### src/rtl/psd_pkg.sv
package psd_pkg;
  typedef enum logic [1:0] {
    ST_IDLE  = 2'd0,
    ST_FIRST = 2'd1,
    ST_SECOND = 2'd2
  } psd_state_e;
endpackage

### src/rtl/psd_split_calc.sv
module psd_split_calc #(
  parameter int ADDR_W    = 32,
  parameter int LEN_W     = 14,
  parameter int PAGE_BITS = 12
) (
  input  logic [ADDR_W-1:0] start_i,
  input  logic [ADDR_W-1:0] end_i,
  input  logic [LEN_W-1:0]  len_i,
  input  logic [ADDR_W-1:0] base_i,
  output logic [ADDR_W-1:0] addr_a_o,
  output logic [LEN_W-1:0]  len_a_o,
  output logic [ADDR_W-1:0] addr_b_o,
  output logic [LEN_W-1:0]  len_b_o,
  output logic              need_b_o
);
  localparam int unsigned PAGE = 1 << PAGE_BITS;
  localparam logic [ADDR_W-1:0] PAGE_MASK = ~((ADDR_W)'(PAGE - 1));

  logic [LEN_W-1:0] room;

  always_comb begin
    room     = LEN_W'(PAGE) - LEN_W'(start_i[PAGE_BITS-1:0]);
    len_a_o  = (len_i < room) ? len_i : room;
    len_b_o  = len_i - len_a_o;
    need_b_o = (len_b_o != '0);
    addr_a_o = start_i + base_i;
    // second page restarts at the end pointer's page base
    addr_b_o = (end_i & PAGE_MASK) + base_i;
  end
endmodule

### src/rtl/psd_seq.sv
module psd_seq
  import psd_pkg::*;
#(
  parameter int ADDR_W = 32,
  parameter int LEN_W  = 14
) (
  input  logic              clk_i,
  input  logic              rst_ni,
  input  logic              req_valid_i,
  output logic              req_ready_o,
  input  logic              req_dir_i,
  input  logic              req_zero_i,
  input  logic [ADDR_W-1:0] addr_a_i,
  input  logic [LEN_W-1:0]  len_a_i,
  input  logic [ADDR_W-1:0] addr_b_i,
  input  logic [LEN_W-1:0]  len_b_i,
  input  logic              need_b_i,
  output logic              cmd_valid_o,
  input  logic              cmd_ready_i,
  output logic [ADDR_W-1:0] cmd_addr_o,
  output logic [LEN_W-1:0]  cmd_len_o,
  output logic              cmd_dir_o,
  output logic              done_o
);
  psd_state_e       state_q, state_d;
  logic [ADDR_W-1:0] addr_a_q, addr_b_q;
  logic [LEN_W-1:0]  len_a_q, len_b_q;
  logic              need_b_q, dir_q, done_q, done_d;
  logic              take;

  assign req_ready_o = (state_q == ST_IDLE);
  assign take        = req_valid_i & req_ready_o;

  always_comb begin
    state_d = state_q;
    done_d  = 1'b0;
    unique case (state_q)
      ST_IDLE: begin
        if (take) begin
          if (req_zero_i) done_d = 1'b1;
          else            state_d = ST_FIRST;
        end
      end
      ST_FIRST: begin
        if (cmd_ready_i) begin
          if (need_b_q) state_d = ST_SECOND;
          else begin
            state_d = ST_IDLE;
            done_d  = 1'b1;
          end
        end
      end
      ST_SECOND: begin
        if (cmd_ready_i) begin
          state_d = ST_IDLE;
          done_d  = 1'b1;
        end
      end
      default: state_d = ST_IDLE;
    endcase
  end

  always_ff @(posedge clk_i or negedge rst_ni) begin
    if (!rst_ni) begin
      state_q  <= ST_IDLE;
      done_q   <= 1'b0;
      addr_a_q <= '0;
      addr_b_q <= '0;
      len_a_q  <= '0;
      len_b_q  <= '0;
      need_b_q <= 1'b0;
      dir_q    <= 1'b0;
    end else begin
      state_q <= state_d;
      done_q  <= done_d;
      if (take) begin
        addr_a_q <= addr_a_i;
        addr_b_q <= addr_b_i;
        len_a_q  <= len_a_i;
        len_b_q  <= len_b_i;
        need_b_q <= need_b_i;
        dir_q    <= req_dir_i;
      end
    end
  end

  always_comb begin
    cmd_valid_o = (state_q != ST_IDLE);
    cmd_dir_o   = dir_q;
    if (state_q == ST_SECOND) begin
      cmd_addr_o = addr_b_q;
      cmd_len_o  = len_b_q;
    end else begin
      cmd_addr_o = addr_a_q;
      cmd_len_o  = len_a_q;
    end
  end

  assign done_o = done_q;
endmodule

### src/rtl/page_split_dma.sv
module page_split_dma #(
  parameter int ADDR_W    = 32,
  parameter int LEN_W     = 14,
  parameter int PAGE_BITS = 12
) (
  input  logic              clk_i,
  input  logic              rst_ni,
  input  logic              req_valid_i,
  output logic              req_ready_o,
  input  logic [ADDR_W-1:0] req_start_i,
  input  logic [ADDR_W-1:0] req_end_i,
  input  logic [LEN_W-1:0]  req_len_i,
  input  logic              req_dir_i,
  input  logic [ADDR_W-1:0] base_off_i,
  output logic              cmd_valid_o,
  input  logic              cmd_ready_i,
  output logic [ADDR_W-1:0] cmd_addr_o,
  output logic [LEN_W-1:0]  cmd_len_o,
  output logic              cmd_dir_o,
  output logic              done_o
);
  logic [ADDR_W-1:0] addr_a, addr_b;
  logic [LEN_W-1:0]  len_a, len_b;
  logic              need_b;

  psd_split_calc #(
    .ADDR_W(ADDR_W), .LEN_W(LEN_W), .PAGE_BITS(PAGE_BITS)
  ) calc_i (
    .start_i (req_start_i),
    .end_i   (req_end_i),
    .len_i   (req_len_i),
    .base_i  (base_off_i),
    .addr_a_o(addr_a),
    .len_a_o (len_a),
    .addr_b_o(addr_b),
    .len_b_o (len_b),
    .need_b_o(need_b)
  );

  psd_seq #(
    .ADDR_W(ADDR_W), .LEN_W(LEN_W)
  ) seq_i (
    .clk_i      (clk_i),
    .rst_ni     (rst_ni),
    .req_valid_i(req_valid_i),
    .req_ready_o(req_ready_o),
    .req_dir_i  (req_dir_i),
    .req_zero_i (req_len_i == '0),
    .addr_a_i   (addr_a),
    .len_a_i    (len_a),
    .addr_b_i   (addr_b),
    .len_b_i    (len_b),
    .need_b_i   (need_b),
    .cmd_valid_o(cmd_valid_o),
    .cmd_ready_i(cmd_ready_i),
    .cmd_addr_o (cmd_addr_o),
    .cmd_len_o  (cmd_len_o),
    .cmd_dir_o  (cmd_dir_o),
    .done_o     (done_o)
  );
endmodule

### config.mk
export PLATFORM = sky130hd
export DESIGN_NAME = page_split_dma
export DESIGN_NICKNAME = d
export VERILOG_FILES = /design/src/rtl/psd_pkg.sv /design/src/rtl/psd_split_calc.sv /design/src/rtl/psd_seq.sv /design/src/rtl/page_split_dma.sv
export SDC_FILE = /design/constraint.sdc
export NUM_CORES = 1
export LEC_CHECK = 0
export ABC_AREA = 1
export CAP_MARGIN = 20
export CORE_UTILIZATION = 40
export CTS_BUF_LIST = sky130_fd_sc_hd__clkbuf_8
export CTS_CLUSTER_SIZE = 10
export DETAILED_ROUTE_END_ITERATION = 6
export DONT_BUFFER_PORTS = 1
export GPL_TIMING_DRIVEN = 0
export MAX_ROUTING_LAYER = met4
export PLACE_DENSITY_LB_ADDON = 0.3
export SLEW_MARGIN = 5
export SYNTH_ARGS = -nofsm -noshare
export SYNTH_HDL_FRONTEND = slang
export SYNTH_SLANG_ARGS = --single-unit
### constraint.sdc
create_clock -name clk_i -period 3.8 [get_ports clk_i]
set_input_delay 0.38 -clock clk_i [delete_from_list [all_inputs] [get_ports clk_i]]
set_output_delay 0.38 -clock clk_i [all_outputs]
set_load 0.1 [all_outputs]
# Yosys cells after proc, flatten, opt, wreduce, memory -nomap -nowiden

Index checks and enable logic that the tools add are counted.

Add/subtract/negate cells: 4
Multiply operators: 0
Divide/modulo/power cells: 0
Magnitude comparators: 1
Equality and inequality tests: 6
Shifts and indexed selects: 0
Muxes and demuxes: 15
Bitwise logic cells: 1
Reductions and logical operators: 5

Operators with widths:

| kind                                                | count |
|---|---|
| adder 32 bit                                        | 2 |
| 2-to-1 mux 32 bit                                   | 1 |
| 2-to-1 mux 14 bit                                   | 2 |
| logical NOT 14 bit                                  | 1 |
| less-than comparator 14 bit                         | 1 |
| nonzero test 14 bit                                 | 1 |
| subtractor 13 x 12 -> 14 bit, first input constant  | 1 |
| subtractor 14 bit                                   | 1 |
| 2-to-1 mux 2 bit                                    | 5 |
| inequality test 2 bit, second input constant        | 4 |
| one-hot mux 2 bit (3 select lines)                  | 1 |
| 2-to-1 mux 1 bit                                    | 5 |
| AND reduction 4 bit                                 | 1 |
| one-hot mux 1 bit (3 select lines)                  | 1 |
| equality test 2 x 1 -> 1 bit, second input constant | 1 |
| equality test 2 bit, second input constant          | 1 |
| logical NOT 2 bit                                   | 1 |
| nonzero test 2 bit                                  | 1 |
| AND 1 bit                                           | 1 |

Register bits after elaboration: 97
Latch bits: 0
Bits in writable memories: 0
Bits in read-only memories: 0
Output and inout bits: 50
Word-level logic and storage cells: 40
Memories: 0

# Logic depth before layout (Yosys ltp)

Depth after elaboration: 5
Gate-level depth with buffers: 35
Mapped depth without buffers: 34

# Hierarchy

From an unflattened synthesis, not the netlist that was laid out.

Cells, all modules: 1218
Area total of the unflattened synthesis: 8409.3 sq um

Modules (own cells, without submodules):

| module         | times used | cells an instance | area each (sq um) | sequential area each (sq um) |
|---|---|---|---|---|
| psd_seq        | 1          | 582               | 4488.1            | 2427.3 |
| psd_split_calc | 1          | 616               | 3842.4            | 0.0 |
| page_split_dma | 1          | 20                | 78.8              | 0.0 |

# Worst setup path before layout

OpenSTA, ideal clock, no wires.

Path type: input to register
From: input port req_start_i[1]
To: register seq_i.need_b_q
Setup time: 117 ps
Arrival time: 4146 ps
Slack: -463 ps
Stages: 34
Buffers on the path: 2
Path through: inv_1 > ha_1 > nand2_4 > nor2_8 > nand3_1 > or2_2 > ha_1 > nand2_1 > nor2_1 > nand2_1 > nor2_2 > nand3_2 > nand3_2 > buf_6 > clkbuf_1 > nand2_1 > o21ai_0 > ha_1 > a21oi_1 > nand2_1 > a21oi_1 > inv_1 > a21oi_1 > nor2_1 > nand3_2 > nand3_2 > nand2_2 > nand2_2 > nand2_2 > nand2_1 > nand2_1 > nand3_1 > nor2_1 > nor2_1

Longest elaborated chain between the ends: 5

Ends and longest elaborated chain:

| item                             | line                 | RTL |
|---|---|---|
| start, declared                  | page_split_dma.sv:10 | `input logic [ADDR_W-1:0] req_start_i,` |
| subtractor 13 x 12 -> 14 bit (*) | psd_split_calc.sv:22 | `room = LEN_W'(PAGE) - LEN_W'(start_i[PAGE_BITS-1:0]);` |
| less-than comparator 14 bit      | psd_split_calc.sv:23 | `len_a_o = (len_i < room) ? len_i : room;` |
| 2-to-1 mux 14 bit (*)            | psd_split_calc.sv:23 |  |
| subtractor 14 bit (*)            | psd_split_calc.sv:24 | `len_b_o = len_i - len_a_o;` |
| nonzero test 14 bit (*)          | psd_split_calc.sv:25 | `need_b_o = (len_b_o != '0);` |
| end signal, assigned             | psd_seq.sv:81        | `need_b_q <= need_b_i;` |
| end, declared                    | psd_seq.sv:28        | `logic need_b_q, dir_q, done_q, done_d;` |

Mark *: on every way between the ends. The rest lies on a longest branch, timed or not.
A chain may end at the register's enable or synchronous reset.

# Final worst setup path

Ends and elaborated chain as after synthesis.

==> results by group <==
Clock tree
  • Clock latency on the worst-skew pair: 0.39 ns
  • TritonCTS Buffers: 9
  • Clock transition at path regs: 0.11 ns
  • CTS tree: built
  • Clock sink count: 97
  • H-tree levels: 3
  • Root Driver: clkbuf_8
  • Longest Clk Path Bufs: 2

Detailed routing
  • Post-DR wirelength/cell: 17.40 um
  • DRT iter0 DRCs: 383
  • First-pass iteration count of the detailed router: 7
  • Routed via count: 7342
  • Vias per std cell: 5.379
  • Post-route ant nets: 0
  • Final routed DRC violation total: 2
  • Drt total wl: 23750 um

Floorplanning
  • Die H: 141.9 um
  • IO Count: 165
  • Starting density of the core: 41.27%
  • Core area: 18960 sq um
  • Die area: 20120 sq um
  • Num rows: 50
  • DIE WIDTH: 141.9 um

GRT
  • Busiest grt layer: met2
  • GR Util met1: 32.06%
  • Vias in the first global route: 7069
  • Grt ovf: 0
  • First-pass GRT wire length: 37040 um
  • Initial antenna violation count: 0
  • Grt met2 use: 38.92%
  • Met3 Resource Use GR: 4.421%
  • Total track usage: 24.70%
  • Largest net degree at the start of global routing: 98

Final layout
  • Most common cell after layout, fill and taps aside: nand2_1
  • # nets final: 1291
  • P&R area growth vs syn: 14.54%
  • Layout cells sized above 1: 13.85%
  • Fillers: 1931
  • Design area: 8961 sq um
  • Diode count: 0
  • Final Util: 47.27%
  • Most frequent cells in the layout: nand2_1, inv_1, o21ai_0, dfrtp_1, ha_1

Critical path
  • Max stage delay on crit path: 0.30 ns
  • Worst R2R Path Depth: 9
  • WP data required: 4.10 ns
  • Worst path arrival time: 4.20 ns
  • Worst Setup Start Kind: input port
  • Max stage delay cell, worst path: nor4_4
  • CP endpoint: seq_i.need_b_q$_DFFE_PN0P_
  • Most frequent CP cell: nand2_1
  • Crit. End Element: flop
  • Reg-to-Reg Start: seq_i.state_q[0]$_DFFE_PN0P_
  • Reg2reg setup slack: 0.97 ns
  • CP Max Fanout: 10
  • R2r endpoint: seq_i.addr_a_q[29]$_DFFE_PN0P_
  • Setup CP Type: in2reg
  • Worst setup path start: req_start_i[1]

Timing
  • Clock skew: 0.01478 ns
  • Min Tclk post-route: 3.906 ns
  • Final Cycle Share: 102.8%
  • Fin. Hold Viols: 0
  • RSZ-0062 raised after global routing: yes
  • Final-report setup violation count: 2
  • Fin Hold WS: 0.08499 ns
  • Max frequency: 256.0 MHz
  • Final WS setup: -0.1065 ns
  • Slew at the pin closest to its max-slew limit: 1.187 ns
  • Relative slew margins: 20.85%
  • Final max-slew violation count: 0

Placement
  • Detail Placement HPWL: 18640 um
  • Pre-CTS setup slack: -0.8987 ns
  • # port buffers: 0
  • Placed inst area: 8418 sq um
  • RD Place Congestion: 0.9056

Outcome
  • Failing checks: DRC, setup timing
  • Outcome: finished, violations left

Synth
  • Async set-or-reset flop fraction in the synthesized netlist: 100.0%
  • Post-synth net total: 1258
  • Prevailing post-synth register cell: dfrtp_1
  • Mapped Area: 7824 sq um
  • FF+latch count, synth: 97
  • Post-synth EDFFs: 0
  • Avg Cell Area, Syn: 7.332 sq um
  • Synth unique cells: 48
  • Cells after Synth: 1067
  • Sequential area share after synthesis: 31.03%
  • Synthesis Warnings: 0

Pwr
  • Cell Pwr Density: 877.4 nW/um^2
  • Max VDD drop: 0.3426 mV
  • P_leak: 0.004337 uW
  • Total power: 7862 uW

Hold path
  • Hold Crit Class: in2reg

Run
  • MaxCap Viol Count: 0
worst max-delay path: cells and delay by family:
family,cells,cell delay [ns]
buffers and inverters,3,0.37
adders and majority gates,2,0.51
and+or+nand+nor,19,1.90
AOI/OAI and AO/OA,5,0.76
xor gates and xnor gates,1,0.27
routing by layer:
metal  part of all wire (%)  wire, um  vias to the layer above
li1                       -         -                     3634
met1                     46     10900                     3470
met2                     47     11070                      200
met3                    5.2      1228                       38
met4                    2.4       559                        0
met5                      0         0                        -
Yosys cell counts, types with 5 or more instances:
cell | count | share of area [%]
a21oi_1 | 64 | 4.1
a31oi_1 | 8 | 0.64
clkbuf_1 | 29 | 1.4
dfrtp_1 | 97 | 31
ha_1 | 73 | 12
inv_1 | 118 | 5.7
mux2_2 | 21 | 3.0
nand2_1 | 265 | 13
nand2_2 | 8 | 0.64
nand3_1 | 44 | 2.8
nand3b_1 | 7 | 0.67
nand4_1 | 10 | 0.80
nor2_1 | 63 | 3.0
nor3_1 | 14 | 0.90
nor4_1 | 5 | 0.40
o21ai_0 | 128 | 8.2
o21ai_1 | 8 | 0.51
o21bai_1 | 5 | 0.48
xnor2_1 | 16 | 1.8
xor2_1 | 28 | 3.1
sequential cells by signal (all words and copies together), names as in the netlist:
| signal | cells |
|---|---|
| seq_i.addr_a_q | 32 |
| seq_i.addr_b_q | 32 |
| seq_i.cmd_dir_o | 1 |
| seq_i.done_o | 1 |
| seq_i.len_a_q | 14 |
| seq_i.len_b_q | 14 |
| seq_i.need_b_q | 1 |
| seq_i.state_q | 2 |
area by class of cell:
type	instances	area (sq um)	area share [%]
Timing Repair Buffer	22	251.5	2.806
Clock inverter	6	112.6	1.257
Sequential cell	97	2427	27.09
Buffer	31	143.9	1.606
Multi-Input combinational cell	821	5116	57.09
Tap cell	260	325.3	3.630
Clock buffer	10	137.6	1.536
Inverter	118	446.7	4.985
report_power, final:
| group | leakage (uW) | internal, uW | switching (uW) |
|---|---|---|---|
| Sequential | 0.00119 | 1520 | 273 |
| Clock | 0.000127 | 458 | 402 |
| Combinational | 0.00302 | 1020 | 4190 |
through the flow:
step,setup TNS (ns),instances
final,-0.1156,1365
after global routing,-1.294,1365
after CTS,-0.1327,1362
after detailed placement,-4.713,1332
after global placement,-8.210,1327
after floorplan,-0.4748,1067
logic make-up after synthesis:
group,Yosys count,synth area share [%]
AOI/OAI and AO/OA,246,17.35
xor gates and xnor gates,44,4.926
adders and majority gates,76,12.44
buffers and inverters,149,7.244
DFF,97,31.03
muxes,21,3.023
and+or+nand+nor,434,23.99
timing repair:
action / 4_1_cts / 5_1_grt
endpoints found under the hold margin: 97 / 0
pin swaps: 14 / 7
hold buffers: 2 / 0
buffers inserted: 12 / 3
resized for setup: 17 / 18
endpoints found under the setup margin: 7 / 8
worst min path at each step:
stage / startpoint / end / slack [ns] / depth (start not counted)
final: cmd_ready_i / seq_i.state_q[1]$_DFFE_PN0P_ / 0.08 / 1
after global routing: cmd_ready_i / seq_i.state_q[1]$_DFFE_PN0P_ / 0.07 / 1
after CTS: cmd_ready_i / seq_i.state_q[1]$_DFFE_PN0P_ / 0.08 / 1
after detailed placement: rst_ni / seq_i.len_b_q[11]$_DFFE_PN0P_ / 0.09 / 0
after global placement: rst_ni / seq_i.len_a_q[11]$_DFFE_PN0P_ / 0.09 / 0
after floorplan: rst_ni / seq_i.addr_a_q[0]$_DFFE_PN0P_ / 0.08 / 0
Note: power is estimated with default switching activity, not from simulation.
